`src/rtl/cdt_pkg.sv`:
```
package cdt_pkg;
  localparam int unsigned SEL_W   = 2;
  localparam int unsigned SHIFT_W = 3;
  localparam int unsigned DIV_W   = 4;

  localparam logic [SEL_W-1:0] SEL_START  = 2'd0;
  localparam logic [SEL_W-1:0] SEL_REMAIN = 2'd1;
  localparam logic [SEL_W-1:0] SEL_DIV    = 2'd2;

  // Shift amount for a stored divide code: ({b3,b1,b0} + 1) mod 8.
  function automatic logic [SHIFT_W-1:0] div_shift(input logic [DIV_W-1:0] cfg);
    logic [SHIFT_W-1:0] code;
    code = {cfg[3], cfg[1:0]};
    return code + SHIFT_W'(1);
  endfunction
endpackage

```
`src/rtl/cdt_prescaler.sv`:
```
module cdt_prescaler
  import cdt_pkg::*;
#(
  parameter int unsigned SW = SHIFT_W
) (
  input  logic          clk,
  input  logic          rst,
  input  logic [SW-1:0] shift_req,
  output logic          tick
);
  localparam int unsigned PRE_W = (1 << SW) - 1;

  logic [SW-1:0]    shift_act;
  logic [PRE_W-1:0] pre;
  logic [PRE_W-1:0] lim;

  assign lim  = ~({PRE_W{1'b1}} << shift_act);
  assign tick = (pre == lim);

  // The shift in use changes only at a wrap, so the period in progress completes.
  always_ff @(posedge clk) begin
    if (rst) begin
      shift_act <= SW'(1);
      pre       <= '0;
    end else if (tick) begin
      shift_act <= shift_req;
      pre       <= '0;
    end else begin
      pre <= pre + PRE_W'(1);
    end
  end
endmodule

```
`src/rtl/cdt_counter.sv`:
```
module cdt_counter #(
  parameter int unsigned CNT_W = 32
) (
  input  logic             clk,
  input  logic             rst,
  input  logic             tick,
  input  logic             load,
  input  logic [CNT_W-1:0] load_val,
  output logic [CNT_W-1:0] cnt,
  output logic             expired
);
  always_ff @(posedge clk) begin
    if (rst) begin
      cnt     <= '0;
      expired <= 1'b0;
    end else begin
      expired <= 1'b0;
      if (load) begin
        cnt <= load_val;
      end else if (tick && (cnt != '0)) begin
        cnt <= cnt - CNT_W'(1);
        if (cnt == CNT_W'(1)) expired <= 1'b1;
      end
    end
  end
endmodule

```
`src/rtl/cd_timer.sv`:
```
module cd_timer
  import cdt_pkg::*;
#(
  parameter int unsigned CNT_W = 32
) (
  input  logic             clk,
  input  logic             rst,
  input  logic             wr_en,
  input  logic             rd_en,
  input  logic [1:0]       addr,
  input  logic [CNT_W-1:0] wr_data,
  output logic [CNT_W-1:0] rd_data,
  output logic             expired
);
  logic [CNT_W-1:0] start_q;
  logic [DIV_W-1:0] div_q;
  logic [CNT_W-1:0] cur_cnt;
  logic             tick;
  logic             load;

  assign load = wr_en && (addr == SEL_START);

  always_ff @(posedge clk) begin
    if (rst) begin
      start_q <= '0;
      div_q   <= '0;
    end else if (wr_en) begin
      if (addr == SEL_START) start_q <= wr_data;
      if (addr == SEL_DIV)   div_q   <= {wr_data[3], 1'b0, wr_data[1:0]};
    end
  end

  cdt_prescaler #(.SW(SHIFT_W)) i_pre (
    .clk       (clk),
    .rst       (rst),
    .shift_req (div_shift(div_q)),
    .tick      (tick)
  );

  cdt_counter #(.CNT_W(CNT_W)) i_cnt (
    .clk      (clk),
    .rst      (rst),
    .tick     (tick),
    .load     (load),
    .load_val (wr_data),
    .cnt      (cur_cnt),
    .expired  (expired)
  );

  always_ff @(posedge clk) begin
    if (rst) begin
      rd_data <= '0;
    end else if (rd_en) begin
      case (addr)
        SEL_START:  rd_data <= start_q;
        SEL_REMAIN: rd_data <= cur_cnt;
        SEL_DIV:    rd_data <= CNT_W'(div_q);
        default:    rd_data <= '0;
      endcase
    end
  end
endmodule

```
`config.mk`:
```
export PLATFORM = sky130hd
export DESIGN_NAME = cd_timer
export DESIGN_NICKNAME = d
export VERILOG_FILES = /design/src/rtl/cdt_pkg.sv /design/src/rtl/cdt_prescaler.sv /design/src/rtl/cdt_counter.sv /design/src/rtl/cd_timer.sv
export SDC_FILE = /design/constraint.sdc
export NUM_CORES = 1
export LEC_CHECK = 0
export ABC_AREA = 1
export BUFFER_PORTS_ARGS = -buffer_cell sky130_fd_sc_hd__buf_2
export CAP_MARGIN = 5
export CORE_MARGIN = 2
export CORE_UTILIZATION = 50
export CTS_CLUSTER_DIAMETER = 100
export DETAILED_ROUTE_END_ITERATION = 6
export PLACE_DENSITY = 0.7
export SETUP_SLACK_MARGIN = 0.1
export SYNTH_ARGS = -nofsm -noshare
export SYNTH_HDL_FRONTEND = slang
export SYNTH_SLANG_ARGS = --single-unit
```
`constraint.sdc`:
```
create_clock -name clk -period 1.9 [get_ports clk]
set_input_delay 0.19 -clock clk [delete_from_list [all_inputs] [get_ports clk]]
set_output_delay 0.19 -clock clk [all_outputs]
set_load 0.05 [all_outputs]
```
==> metrics.md <==
| Metric | Value |
|---|---|
| Commonest non-fill, non-tap cells in the layout | nand2_1, nor2_1, dfxtp_1 |
| Die area | 12,700 um^2 |
| Final weighted congestion in routability-driven placement | 0.903 |
| EDFF count, synth | 0 |
| Clock transition at the registers of the reported paths | 0.07 ns |
| WL final | 15,400 um |
| Core area | 11,500 um^2 |
| HP Start | wr_data[22] |
| Critical path arrival | 1.95 ns |
| Skew final | 0.00834 ns |
| Fin. Hold Viols | 0 |
| Clock root buffer | clkbuf_16 |
| Synth Net Count | 944 |
| Worst hold path type | in -> reg |
| Final Total Pwr | 10.9 mW |
| Vias per cell | 5.19 |
| Fillcell total | 1,140 |
| # DRC | 0 |
| CP max FO | 16 |
| Largest net degree at the start of global routing | 62 |
| Area delta synth->final | 15.1% |
| Area share of fa/ha/maj cells after synthesis | 0.848% |
| RSZ-0062 raised after global routing | yes |
| Register bit total from synthesis | 110 |
| Mux contribution to synthesized area | 0% |
| Top cell type by total area after synthesis | dfxtp_1 |
| Ports | 71 |
| Placed instance count | 1,090 |
| FP Rows | 39 |
| Most common cell after layout, fill and taps aside | nand2_1 |
| Fin crit share | 89.0% |
| Synth Warn # | 0 |
| Worst VDD drop | 674 uV |
| Fmax | 0.591 GHz |
| Fin nets | 1,001 |
| DR vias | 5,743 |
| Final TNS setup | 0 ns |
| FFs w/ async S/R, synth | 0% |
| Routed Antenna Nets | 0 |
| Max-slew violations | 0 |
| DR WL/cell | 13.9 um |
| Initial antenna violation count | 0 |
| Inserted Diodes | 0 |
| Die H | 113 um |
| Min Clock Period, post-route | 1.69 ns |
| Status | finished clean |
| Post-synth cell types | 36 |
| Initial Utilization | 51.5% |
| Port-buffer cells | 70 |
| Post-Synth Simple-Gate Area | 38.5% |
| Synth Cell Area | 5900 um^2 |
| Top cells by area, synth | dfxtp_1, nand2_1, nor2_1, inv_1, nor2_2 |
| DP HPWL | 10,800 um |
| Total track usage | 24.7% |
| Leak | 3.27 nW |
| PD cells | 1610 nW/um^2 |
| Hold_buf cts | 0 |
| Initial DRC count | 519 |
| First-pass GRT wire length | 25,600 um |
| Total congestion overflow | 0 |
| Non-Filler Instances | 1,107 |
| TritonCTS Buffers | 9 |
| Die width | 113 um |
| Slew @ Worst Pin | 0.498 ns |
| Initial DRT Pass Iterations | 5 |
| Count of final setup violators | 0 |
| Main combinational cell family by area after synthesis | simple AND/OR/NAND/NOR gates |
| Sequential fraction of the synthesis area | 37.3% |
| Clock Latency Late Sink | 0.36 ns |
| Setup crit start | i_cnt.cnt[1] |
| XOR/XNOR Fraction of Synth Area | 1.93% |
| Synth Area in Compound Gates | 11.8% |
| Crit start category | register |
| Number of global-route vias before repair | 5,150 |
| Max_cap viols | 0 |
| Post-synth top flop | dfxtp_1 |
| Slew margin rel. | 66.8% |
| Syn Inst Count | 902 |
| CTS Buffer Depth | 2 |
| Clock sinks | 110 |
| Share of cells above drive strength 1 | 18.8% |
| Synth top area share | 37.3% |
| H-tree levels | 3 |
| Crit. End Element | register |
| Worst EP required | 2.16 ns |
| Mean Syn Cell Area | 6.54 um^2 |
| CTS tree | yes |
| Worst R2R Start | i_cnt.cnt[1] |
| Kind of critical path | reg -> reg |
==> per-stage QoR <==
stage               worst slack, ns  hold slack, ns  util, %  cell area (um^2)
global placement             0.0895           0.449     55.7              6390
floorplan                     0.162           0.353        -              5900
CTS                          0.0981           0.100     58.6              6720
detailed placement            0.107           0.452     55.7              6390
global route                 0.0941           0.115     59.2              6790
finish                        0.208           0.111     59.2              6790
==> synthesized netlist by cell type (4+ instances only) <==
cell type	count
nand2_1	270
nor2_1	126
dfxtp_1	110
inv_1	84
nand3_1	57
a21oi_1	51
nor2_2	46
o21ai_0	33
o221ai_1	28
clkbuf_1	27
xor2_1	9
nand4_1	6
buf_1	5
buf_2	5
nand2_2	5
nor2_4	5
ha_1	4
xnor2_1	4
==> where the power goes <==
part | internal, mW | leakage [nW] | switching, mW
Combinational | 1.97 | 2.21 | 3.87
Clock | 1.10 | 0.155 | 0.871
Sequential | 2.72 | 0.902 | 0.414
Total | 5.78 | 3.27 | 5.15
==> worst max-delay path, cell delays in order (launching register included) <==
cell and delay, ns:
dfxtp_1 0.32, inv_1 0.15, ha_4 0.19, nand2_4 0.08
nor2_4 0.12, nand2_2 0.09, clkinv_2 0.06, nand2_2 0.06
nand3_4 0.12, clkbuf_16 0.20, nand3_1 0.07, nand2_1 0.08
nor2_1 0.04
==> final cells by class <==
| cell class | instances | area (um^2) | area share [%] |
|---|---|---|---|
| multi-input cells | 659 | 3190 | 46.9 |
| flip-flops and latches | 110 | 2200 | 32.5 |
| repair buffers | 88 | 553 | 8.14 |
| inverters | 91 | 359 | 5.29 |
| clock buffers | 11 | 253 | 3.72 |
| well taps | 143 | 179 | 2.63 |
| clock inverters | 5 | 57.6 | 0.847 |
==> sequential cells by signal, indices dropped and copies added (netlist names) <==
signal           count
div_q                3
i_cnt.expired        1
start_q             32
rd_data             32
i_pre.pre            7
i_cnt.cnt           32
i_pre.shift_act      3
==> path summary, 6_finish.rpt <==
path / end / slack [ns] / cells after the start
setup / recovery: i_cnt.cnt[31] / 0.21 / 12
hold reg to reg: start_q[18] / 0.46 / 2
hold / removal: start_q[22] / 0.11 / 3
setup reg to reg: i_cnt.cnt[31] / 0.21 / 12
==> timing repair <==
action | CTS | global route
cloned | 0 | 1
setup buffers | 0 | 0
endpoints found under the setup margin | 4 | 34
gates resized for setup | 3 | 17
pin swaps | 0 | 2
hold endpoints to repair | 0 | 0
==> logic make-up after synthesis <==
logic type / count (synthesis)
xor+xnor: 13
fa+ha+maj: 4
buf+inv: 133
flops: 110
compound gates: 117
simple gates: 525
==> routing by layer <==
layer	track usage [%]	share of wire [%]	vias to the layer above	routed length [um]
li1	-	-	2969	-
met1	36.9	50	2587	7670
met2	36.6	43	166	6690
met3	3.02	4.9	21	759
met4	8.37	1.8	0	277
met5	0	0	-	0
(Power assumes the default switching activity.)
